$ cat config.mk
export PLATFORM = sky130hd
export DESIGN_NAME = recirc_delay_reg
export DESIGN_NICKNAME = d
export VERILOG_FILES = /design/src/rtl/recirc_pkg.sv /design/src/rtl/recirc_rst_sync.sv /design/src/rtl/recirc_src_mux.sv /design/src/rtl/recirc_cell.sv /design/src/rtl/recirc_chain.sv /design/src/rtl/recirc_half.sv /design/src/rtl/recirc_delay_reg.sv
export SDC_FILE = /design/constraint.sdc
export NUM_CORES = 1
export LEC_CHECK = 0
export CORE_MARGIN = 4
export CORE_UTILIZATION = 30
export CTS_CLUSTER_DIAMETER = 60
export CTS_CLUSTER_SIZE = 12
export DETAILED_ROUTE_END_ITERATION = 10
export DONT_BUFFER_PORTS = 1
export PLACE_DENSITY = 0.51
export REMOVE_ABC_BUFFERS = 1
export SYNTH_ARGS = -nofsm -noshare
export SYNTH_HDL_FRONTEND = slang
export SYNTH_HIERARCHICAL = 1
export SYNTH_SLANG_ARGS = --single-unit
$ cat constraint.sdc
create_clock -name clk -period 2.6 [get_ports clk]
set_input_delay 0.26 -clock clk [delete_from_list [all_inputs] [get_ports clk]]
set_output_delay 0.26 -clock clk [all_outputs]
set_load 0.03 [all_outputs]
$ cat src/rtl/recirc_pkg.sv
package recirc_pkg;

  // Number of full stages in the chain by default
  localparam int unsigned DEFAULT_DEPTH = 64;

  // Source selection for the first stage
  typedef enum logic {
    SRC_EXT  = 1'b0,
    SRC_LOOP = 1'b1
  } src_sel_e;

endpackage

$ cat src/rtl/recirc_rst_sync.sv
module recirc_rst_sync #(
  parameter int unsigned SYNC_LEN = 2
) (
  input  logic clk,
  input  logic rst_n,
  output logic rst_sync_n
);

  logic [SYNC_LEN-1:0] sync_q;
  logic [SYNC_LEN-1:0] sync_d;

  always_comb begin
    sync_d = {sync_q[SYNC_LEN-2:0], 1'b1};
  end

  always_ff @(posedge clk or negedge rst_n) begin
    if (!rst_n) begin
      sync_q <= '0;
    end else begin
      sync_q <= sync_d;
    end
  end

  assign rst_sync_n = sync_q[SYNC_LEN-1];

endmodule

$ cat src/rtl/recirc_src_mux.sv
module recirc_src_mux
  import recirc_pkg::*;
(
  input  logic mode_sel,
  input  logic din_ext,
  input  logic din_loop,
  output logic sel_bit
);

  src_sel_e src;

  always_comb begin
    src = src_sel_e'(mode_sel);
    unique case (src)
      SRC_LOOP: sel_bit = din_loop;
      default:  sel_bit = din_ext;
    endcase
  end

endmodule

$ cat src/rtl/recirc_cell.sv
module recirc_cell (
  input  logic clk,
  input  logic rst_n,
  input  logic clr,
  input  logic d,
  output logic q
);

  logic q_nxt;

  always_comb begin
    q_nxt = clr ? 1'b0 : d;
  end

  always_ff @(posedge clk or negedge rst_n) begin
    if (!rst_n) begin
      q <= 1'b0;
    end else begin
      q <= q_nxt;
    end
  end

endmodule

$ cat src/rtl/recirc_chain.sv
module recirc_chain #(
  parameter int unsigned DEPTH = 64
) (
  input  logic clk,
  input  logic rst_n,
  input  logic clr,
  input  logic sin,
  output logic head,
  output logic pre_tail,
  output logic tail
);

  localparam int unsigned LINKS = DEPTH + 1;

  logic [LINKS-1:0] link;

  assign link[0] = sin;

  for (genvar g = 0; g < DEPTH; g++) begin : g_stage
    recirc_cell u_cell (
      .clk   (clk),
      .rst_n (rst_n),
      .clr   (clr),
      .d     (link[g]),
      .q     (link[g+1])
    );
  end

  assign head     = link[1];
  assign pre_tail = link[DEPTH-1];
  assign tail     = link[DEPTH];

endmodule

$ cat src/rtl/recirc_half.sv
module recirc_half (
  input  logic clk,
  input  logic rst_n,
  input  logic clr,
  input  logic d,
  output logic q
);

  logic q_nxt;

  always_comb begin
    q_nxt = clr ? 1'b0 : d;
  end

  // Captures on the falling edge, half a period after the chain moves
  always_ff @(negedge clk or negedge rst_n) begin
    if (!rst_n) begin
      q <= 1'b0;
    end else begin
      q <= q_nxt;
    end
  end

endmodule

$ cat src/rtl/recirc_delay_reg.sv
module recirc_delay_reg
  import recirc_pkg::*;
#(
  parameter int unsigned DEPTH    = DEFAULT_DEPTH,
  parameter int unsigned SYNC_LEN = 2
) (
  input  logic clk,
  input  logic rst_n,
  input  logic clr,
  input  logic mode_sel,
  input  logic din_ext,
  input  logic din_loop,
  output logic q_out,
  output logic q_out_n,
  output logic q_half,
  output logic clk_pass
);

  logic rst_sync_n;
  logic sel_bit;
  logic head;
  logic pre_tail;
  logic tail;

  recirc_rst_sync #(.SYNC_LEN(SYNC_LEN)) u_rst (
    .clk        (clk),
    .rst_n      (rst_n),
    .rst_sync_n (rst_sync_n)
  );

  recirc_src_mux u_mux (
    .mode_sel (mode_sel),
    .din_ext  (din_ext),
    .din_loop (din_loop),
    .sel_bit  (sel_bit)
  );

  recirc_chain #(.DEPTH(DEPTH)) u_chain (
    .clk      (clk),
    .rst_n    (rst_sync_n),
    .clr      (clr),
    .sin      (sel_bit),
    .head     (head),
    .pre_tail (pre_tail),
    .tail     (tail)
  );

  recirc_half u_half (
    .clk   (clk),
    .rst_n (rst_sync_n),
    .clr   (clr),
    .d     (tail),
    .q     (q_half)
  );

  assign q_out    = tail;
  assign q_out_n  = ~tail;
  assign clk_pass = clk;

endmodule

==> results of run 1 <==
## synthesized netlist by cell type, drive strengths merged
master  instances  area (sq um)
dfrtp          66          1650
mux2            1          15.0
dfrtn           1          25.0
buf             1          7.51
inv             1          3.75
nor2b          65           895
conb            1          3.75
## per-stage QoR
stage	utilization	setup WS [ns]	cell area, sq um
final	0.400	0.167	3330
after global routing	0.400	0.119	3330
after CTS	0.400	0.146	3330
after detailed placement	0.328	0.488	2730
after global placement	0.328	0.486	2730
after floorplan	-	-0.595	2590
## cell families after synthesis
| kind of cell | count (synthesis) | synth area share |
|---|---|---|
| flops | 67 | 0.645 |
| simple gates | 65 | 0.344 |
| buf+inv | 2 | 0.00433 |
| mux | 1 | 0.00577 |
| other cells | 1 | 0.00144 |
## per-layer routing
layer / global-route usage / vias to the layer above / routed length (um)
met5: 0 / - / 13
met4: 0.0307 / 2 / 17
met3: 0.0443 / 4 / 188
met2: 0.122 / 20 / 1730
met1: 0.0827 / 581 / 1340
li1: - / 500 / -
## layout make-up
class,instances,area [sq um],share of cell area
multi-input combinational,67,913,0.274
timing repair buffer,35,365,0.110
inverter,1,3.75,0.00113
sequential,67,1680,0.503
tap,105,131,0.0394
clock buffer,11,141,0.0424
clock inverter,5,100,0.0300
## how the worst min path moves through the flow
stage	slack [ns]	from	end
after floorplan	-0.04	rst_n	u_rst/sync_q[0]$_DFF_PN0_
final	0.19	rst_n	u_rst/sync_q[1]$_DFF_PN0_
after global routing	0.16	rst_n	u_rst/sync_q[1]$_DFF_PN0_
after CTS	0.17	rst_n	u_rst/sync_q[1]$_DFF_PN0_
after detailed placement	-0.03	rst_n	u_rst/sync_q[0]$_DFF_PN0_
after global placement	-0.03	rst_n	u_rst/sync_q[0]$_DFF_PN0_
## power groups by stage
stage          registers, uW  logic [uW]  clock network (uW)
3_3_place_gp            1070        28.0                   0
3_5_place_dp            1070        30.3                   0
5_1_grt                 1050        66.1                1100
2_1_floorplan           1080        9.21                   0
6_report                1050        58.8                1030
4_1_cts                 1050        61.4                1060
## repair_timing
item	in CTS	in global routing
hold buffers	34	0
endpoints found under the setup margin	0	0
hold endpoints to repair	66	0
## flip-flops by register name (all words and copies together) (netlist names)
name / count
u_chain/g_stage.u_cell/q: 64
u_half/q: 1
u_rst/sync_q: 2
## placed cells by master, fill, tap and decap left out
cell and count:
nor2b_4 65, dfrtp_1 65, dlygate4sd3_1 33, clkbuf_8 10
bufinv_16 3, clkinv_2 2, inv_1 1, clkbuf_1 1
buf_16 1, buf_4 1, dfrtn_1 1, mux2_4 1
conb_1 1, dfrtp_2 1
==> run summary, run 1 <==
buffers added on ports = 0
Max clock buf depth = 2
DR vias = 1107
core footprint = 8340 sq um
Worst-Margin Slew = 0.790 ns
layout cells sized above 1 = 0.452
post-CTS setup buffer count = 0
total power = 2130 uW
sequential share of the synthesized area = 0.645
area grow syn2layout = 28.1%
drt drc = 0
number of global-route vias before repair = 1347
Post-Synthesis Cells = 136
DRT iter0 DRCs = 39
reg2reg path depth = 1
clock-pin slew on the worst setup and hold paths = 0.07 ns
die area = 10200 sq um
Synth Area per Inst = 19.1 sq um
Initial Utilization = 0.312
critical path class = reg -> out
crit start category = flip-flop
via/cell ratio = 3.80
LEAKAGE = 0.00147 uW
placed insts = 241
setup violators final = 0
status = finished, final reports clean
io pins = 10
CP endpoint = q_half
post-CTS resize count = 0
switch share = 0.191
r2r startpoint = u_chain/g_stage[63].u_cell/q$_DFF_PN0_
crit path capture type = output port
Comb pwr share = 0.028
P per Cell Area = 640 nW/um^2
Slew Limit Fails = 0
synth unique cells = 7
root buf cell = clkbuf_8
reg2reg end = u_half/q$_DFF_NN0_
synth warn = 6
first-pass GRT wire length = 5960 um
Crit path depth = 0
clock power share = 0.481
GRT overflow = 0
Final Routed Wirelength = 3290 um
hold_ws = 0.186 ns
Rows = 33
Sw Pwr = 408 uW
setup TNS = 0 ns
Netlist Area Pre-Place = 2600 sq um
DP Wirelength = 1480 um
Critical path origin = u_half/q$_DFF_NN0_
Int Pwr = 1720 uW
GRT Total Usage = 0.0760
max-cap violation count = 0
CTS tree = done
Avg WL per Cell = 11.3 um
R2R setup slack = 0.47 ns
WP data arrival = 2.17 ns
global placer's final weighted congestion = 0.639
FILL cells = 776
Die Wd = 101 um
TritonRoute pass-1 iters = 4
Max IR drop VDD = 0.432 mV
Hold Path Class = in -> async
CTS sink cnt = 67
Critical Path Fanout Max = 1
fin nets = 187
Die Span Y = 101 um
DRT antenna net count = 0
H-tree depth = 3
# diodes = 0
RSZ-0062 raised after global routing = no
Flop pwr share = 0.491
CP Data Required Time = 2.34 ns
clock latency on the worst-skew pair = 0.33 ns
fin cells = 291
largest net degree at the start of global routing = 65
Max-slew headroom = 0.473
initial antenna violation count = 1
TritonCTS Buffers = 9
Hold Vio Cnt, Final = 0
Setup Skew = 0.00773 ns
count of state elements after synthesis = 67
No activity file was read; power rests on OpenSTA's default activity.
==> run 2: changes to the inputs <==
--- a/config.mk
+++ b/config.mk
@@ -11,7 +11,6 @@
 export CTS_CLUSTER_SIZE = 12
 export DETAILED_ROUTE_END_ITERATION = 10
 export DONT_BUFFER_PORTS = 1
-export PLACE_DENSITY = 0.51
 export REMOVE_ABC_BUFFERS = 1
 export SYNTH_ARGS = -nofsm -noshare
 export SYNTH_HDL_FRONTEND = slang
==> run 2 against run 1 <==
- setup slack better by 0.0015 ns
- sequential power barely moved
- power shrank 9.5%
- largest power group unchanged
- highest routed layer unchanged
==> run summary, run 2 (same netlist as run 1, synthesis figures left out) <==
status = finished, final reports clean
commonest non-fill, non-tap cells in the layout = 65 x nor2b_4, 65 x dfrtp_1, 32 x dlygate4sd3_1
hold_ws = 0.180 ns (-0.00559 ns)
P per Cell Area = 589 nW/um^2 (-7.9%)
final worst slack = 0.169 ns (+0.00151 ns)
number of global-route vias before repair = 1173 (-13%)
drt drc = 0 (unchanged)
Placed Instance Area = 2730 sq um (unchanged)
Hold Vio Cnt, Final = 0 (unchanged)
setup violators final = 0 (unchanged)
largest net degree at the start of global routing = 65 (unchanged)
DP Wirelength = 1260 um (-15%)
DR vias = 1086 (-1.9%)
TritonCTS Buffers = 9 (unchanged)
Max IR drop VDD = 0.358 mV (-17%)
Hold Path Class = in -> async
CTS sink cnt = 67 (unchanged)
Max-slew headroom = 0.484 (+0.0108)
CTS tree = done
critical path class = reg -> out
Int Pwr = 1530 uW (-11%)
DRT antenna net count = 0 (unchanged)
Comb pwr share = 0.031 (+0.003)
H-tree depth = 3 (unchanged)
max-cap violation count = 0 (unchanged)
fin nets = 186 (-0.53%)
Avg WL per Cell = 10.4 um (-8.2%)
RSZ-0062 raised after global routing = no
clock latency on the worst-skew pair = 0.33 ns (about the same)
Final Routed Wirelength = 3010 um (-8.6%)
crit start category = flip-flop
crit path capture type = output port
Die Span Y = 101 um (unchanged)
die area = 10200 sq um (unchanged)
Initial Utilization = 0.312 (unchanged)
layout cells sized above 1 = 0.454 (+0.00244)
post-CTS resize count = 0 (unchanged)
root buf cell = clkbuf_8
Critical Path Fanout Max = 1 (unchanged)
clock-pin slew on the worst setup and hold paths = 0.06 ns (about the same)
GRT overflow = 0 (unchanged)
hold_buf cts = 33 (-2.9%)
TritonRoute pass-1 iters = 4 (unchanged)
# diodes = 0 (unchanged)
Max clock buf depth = 2 (unchanged)
Die Wd = 101 um (unchanged)
Crit path depth = 0 (unchanged)
first-pass GRT wire length = 5380 um (-9.8%)
WP data arrival = 2.17 ns (about the same)
Rows = 33 (unchanged)
clock power share = 0.426 (-0.055)
Reg with most FFs = u_chain/g_stage.u_cell/q
switch share = 0.208 (+0.0168)
max FFs per register = 64 (unchanged)
CP Data Required Time = 2.34 ns (about the same)
Worst-Margin Slew = 0.774 ns (-0.0162 ns)
Slew Limit Fails = 0 (unchanged)
post-CTS setup buffer count = 0 (unchanged)
GRT Total Usage = 0.0719 (-0.00416)
reg2reg path depth = 1 (unchanged)
Setup Skew = 0.00843 ns (+0.000699 ns)
via/cell ratio = 3.74 (-1.6%)
buffers added on ports = 0 (unchanged)
design area = 3280 sq um (-1.7%)
core footprint = 8340 sq um (unchanged)
global placer's final weighted congestion = 0.613 (-4.2%)
LEAKAGE = 0.00143 uW (-2.1%)
io pins = 10 (unchanged)
area grow syn2layout = 25.9%
initial antenna violation count = 1 (unchanged)
Flop pwr share = 0.543 (+0.052)
biggest regs = u_chain/g_stage.u_cell/q: 64 flops, u_rst/sync_q: 2 flops, u_half/q: 1 flops
worst slack, placed = 0.492 ns (+0.00378 ns)
DRT iter0 DRCs = 29 (-26%)
Sw Pwr = 402 uW (-1.6%)
-- run 2: per-stage QoR --
step | TNS, ns | instances | total power, uW | utilization
3_5_place_dp | 0 | 241 | 1100 | 0.328
6_report | 0 | 290 | 1930 | 0.393
3_3_place_gp | 0 | 241 | 1100 | 0.328
2_1_floorplan | -0.595 | 135 | 1090 | -
5_1_grt | 0 | 290 | 2020 | 0.393
4_1_cts | 0 | 290 | 1970 | 0.393
-- run 2: layout make-up --
type / count / area [sq um]
Clock buffer: 11 / 141
Clock inverter: 5 / 52.6
Fill cell: 806 / 5060
Inverter: 1 / 3.75
Multi-Input combinational cell: 67 / 913
Sequential cell: 67 / 1680
Tap cell: 105 / 131
Timing Repair Buffer: 34 / 355
-- run 2: worst paths after layout --
check	start	to	slack, ns
min	rst_n	u_rst/sync_q[0]$_DFF_PN0_	0.18
min reg2reg	u_rst/sync_q[0]$_DFF_PN0_	u_rst/sync_q[1]$_DFF_PN0_	0.36
max	u_half/q$_DFF_NN0_	q_half	0.17
min in group clk	clk	clk_pass	0.26
max in group asynchronous	u_rst/sync_q[1]$_DFF_PN0_	u_half/q$_DFF_NN0_	1.25
max reg2reg	u_chain/g_stage[63].u_cell/q$_DFF_PN0_	u_half/q$_DFF_NN0_	0.48
-- run 2: power groups by stage --
stage | Sequential [uW] | Clock, uW | Combinational [uW]
after global placement | 1070 | 0 | 29.6
after floorplan | 1080 | 0 | 9.21
after CTS | 1050 | 861 | 61.7
after global routing | 1050 | 910 | 66.8
after detailed placement | 1070 | 0 | 29.9
final | 1050 | 823 | 59.1
-- run 2: layer usage --
metal | GRT usage | vias to the layer above | share of wire
li1 | - | 497 | -
met1 | 0.0798 | 560 | 0.45
met2 | 0.102 | 20 | 0.46
met3 | 0.0519 | 7 | 0.072
met4 | 0.0368 | 2 | 0.020
met5 | 0 | - | 0.0040
==> run 3: changes to the inputs <==
--- a/config.mk
+++ b/config.mk
@@ -5,7 +5,6 @@
 export SDC_FILE = /design/constraint.sdc
 export NUM_CORES = 1
 export LEC_CHECK = 0
-export CORE_MARGIN = 4
 export CORE_UTILIZATION = 30
 export CTS_CLUSTER_DIAMETER = 60
 export CTS_CLUSTER_SIZE = 12
@@ -14,5 +13,4 @@
 export REMOVE_ABC_BUFFERS = 1
 export SYNTH_ARGS = -nofsm -noshare
 export SYNTH_HDL_FRONTEND = slang
-export SYNTH_HIERARCHICAL = 1
 export SYNTH_SLANG_ARGS = --single-unit
==> run 3 against run 2 <==
- clock power is 39% higher
- first-iteration DRC count grew 130%
- register-to-register slack about the same
- area after synthesis decreased by 13%
- final area shrank 20%
- sequential share of layout area up 13 points
- global-route usage is 1.7 points higher
- flip-flop and latch count did not move
- routed wire length down 11%
- largest power group is now the clock network
==> run summary, run 3 <==
largest net degree at the start of global routing = 65 (unchanged)
initial antenna violation count = 1 (unchanged)
GRT Total Usage = 0.0885 (+0.0166)
commonest non-fill, non-tap cells in the layout = 65 x dfrtp_1, 33 x nor2b_1, 30 x nor2b_2
CTS tree = done
Post-Synthesis Cells = 143 (+5.1%)
most common cell after layout, fill and taps aside = dfrtp_1
Die Wd = 88.6 um (-12%)
sequential share of the synthesized area = 0.745 (+0.100)
Avg WL per Cell = 10.6 um (+2.0%)
max-cap violation count = 0 (unchanged)
placed insts = 236 (-2.1%)
clock-pin slew on the worst setup and hold paths = 0.06 ns (about the same)
Setup Skew = 0.00927 ns (+0.000839 ns)
Final Routed Wirelength = 2680 um (-11%)
Synth top area share = 0.734 (+0.0988)
io pins = 10 (unchanged)
Max-slew headroom = 0.485 (+0.000519)
synth unique cells = 11 (+4)
total power = 2230 uW (+16%)
# diodes = 0 (unchanged)
count of state elements after synthesis = 67 (unchanged)
Initial Utilization = 0.310 (-0.00155)
Hold Path Class = in -> reg
global placer's final weighted congestion = 0.628 (+2.5%)
clock latency on the worst-skew pair = 0.33 ns (about the same)
Critical path origin = u_half.q$_DFF_NN0_
status = finished, final reports clean
number of global-route vias before repair = 977 (-17%)
Max IR drop VDD = 0.325 mV (-9.2%)
CP endpoint = q_half
reg2reg path depth = 2 (+1)
Rows = 31 (-6.1%)
GRT overflow = 0 (unchanged)
H-tree depth = 3 (unchanged)
TritonCTS Buffers = 9 (unchanged)
via/cell ratio = 3.74 (about the same)
critical path class = reg -> out
biggest regs = u_chain.g_stage.u_cell.q: 64 flops, u_rst.sync_q: 2 flops, u_half.q: 1 flops
Crit path depth = 0 (unchanged)
TritonRoute pass-1 iters = 3 (-1)
Worst-Margin Slew = 0.773 ns (-0.000778 ns)
core footprint = 7250 sq um (-13%)
Reg with most FFs = u_chain.g_stage.u_cell.q
P per Cell Area = 851 nW/um^2 (+44%)
top cells by count, synth = 66 x dfrtp_1, 33 x nor2b_1, 30 x nor2b_2
Slew Limit Fails = 0 (unchanged)
die area = 7850 sq um (-23%)
post-CTS resize count = 0 (unchanged)
Die Span Y = 88.6 um (-12%)
fin cells = 254 (-12%)
crit start category = flip-flop
DRT iter0 DRCs = 67 (+130%)
crit path capture type = output port
LEAKAGE = 0.00124 uW (-13%)
synth warn = 0 (-6)
WP data arrival = 2.17 ns (about the same)
CP Data Required Time = 2.34 ns (about the same)
Max clock buf depth = 2 (unchanged)
layout cells sized above 1 = 0.323 (-0.131)
max FFs per register = 64 (unchanged)
R2R setup slack = 0.49 ns (about the same)
CTS sink cnt = 67 (unchanged)
Critical Path Fanout Max = 1 (unchanged)
number of flops mapped to enable cells by yosys = 0 (unchanged)
Netlist Area Pre-Place = 2250 sq um (-13%)
cell with the most instances after synthesis = dfrtp_1
fin nets = 156 (-16%)
hold_ws = 0.0844 ns (-0.0959 ns)
synth top area cells = dfrtp_1 73%, nor2b_2 12%, nor2b_1 9.2%
post-CTS setup buffer count = 0 (unchanged)
DRT antenna net count = 0 (unchanged)
Synth Area per Inst = 15.7 sq um (-18%)
RSZ-0062 raised after global routing = no
design area = 2620 sq um (-20%)
post-synthesis async set-or-reset flop share = 1.00 (unchanged)
largest area contributor in the netlist = dfrtp_1
buffers added on ports = 0 (unchanged)
r2r startpoint = u_chain.g_stage[63].u_cell.q$_DFF_PN0_
first-pass GRT wire length = 4750 um (-12%)
setup violators final = 0 (unchanged)
reg2reg end = u_half.q$_DFF_NN0_
Hold Vio Cnt, Final = 0 (unchanged)
DP Wirelength = 1200 um (-4.7%)
Post-synth top flop = dfrtp_1
DR vias = 951 (-12%)
root buf cell = clkbuf_8
drt drc = 0 (unchanged)
Placed Instance Area = 2310 sq um (-15%)
area grow syn2layout = 16.5%
## run 3: layout make-up
| class | count | area (sq um) |
|---|---|---|
| Fill cell | 714 | 4630 |
| Sequential cell | 67 | 1680 |
| Clock buffer | 10 | 138 |
| Multi-Input combinational cell | 67 | 490 |
| Timing Repair Buffer | 4 | 52.6 |
| Tap cell | 99 | 124 |
| Inverter | 1 | 3.75 |
| Clock inverter | 6 | 136 |
## run 3: layer usage
metal	global-route usage	routed length (um)
met3	0.0616	160
met4	0.0572	51
met5	0	13
met2	0.112	1050
met1	0.107	1410
## run 3: power breakdown
part | internal, uW | leakage [uW] | total [uW] | switching, uW
clock | 761 | 0.000133 | 1140 | 376
combinational | 8.89 | 0.000180 | 46.4 | 37.5
sequential | 1050 | 0.000929 | 1050 | 1.08
total | 1820 | 0.00124 | 2230 | 415
## run 3: how the worst min path moves through the flow
stage	startpoint	to	cells after the start	slack, ns
after floorplan	rst_n	u_rst.sync_q[0]$_DFF_PN0_	0	-0.04
after global placement	rst_n	u_rst.sync_q[0]$_DFF_PN0_	0	-0.04
after detailed placement	rst_n	u_rst.sync_q[0]$_DFF_PN0_	0	-0.04
after CTS	din_ext	u_chain.g_stage[0].u_cell.q$_DFF_PN0_	2	0.06
after global routing	din_ext	u_chain.g_stage[0].u_cell.q$_DFF_PN0_	2	0.08
final	din_ext	u_chain.g_stage[0].u_cell.q$_DFF_PN0_	2	0.08
## run 3: cells by family (layout without fill, tap and decap cells)
logic type | count (synthesis) | in the layout | share of synthesized area
buffers and inverters | 9 | 21 | 0.0372
DFF | 67 | 67 | 0.745
muxes | 1 | 1 | 0.00445
other | 1 | 1 | 0.00167
and+or+nand+nor | 65 | 65 | 0.212
## run 3: timing repair
| item | 4_1_cts | 5_1_grt |
|---|---|---|
| endpoints found under the setup margin | 0 | 0 |
| hold buffers | 2 | 0 |
| hold endpoints to repair | 66 | 0 |
## run 3: metrics by stage
stage           util  TNS [ns]  setup WS (ns)
4_1_cts        0.362         0          0.143
3_5_place_dp   0.319         0          0.504
6_report       0.362         0          0.166
5_1_grt        0.362         0          0.123
3_3_place_gp   0.319         0          0.506
2_1_floorplan      -    -0.595         -0.595
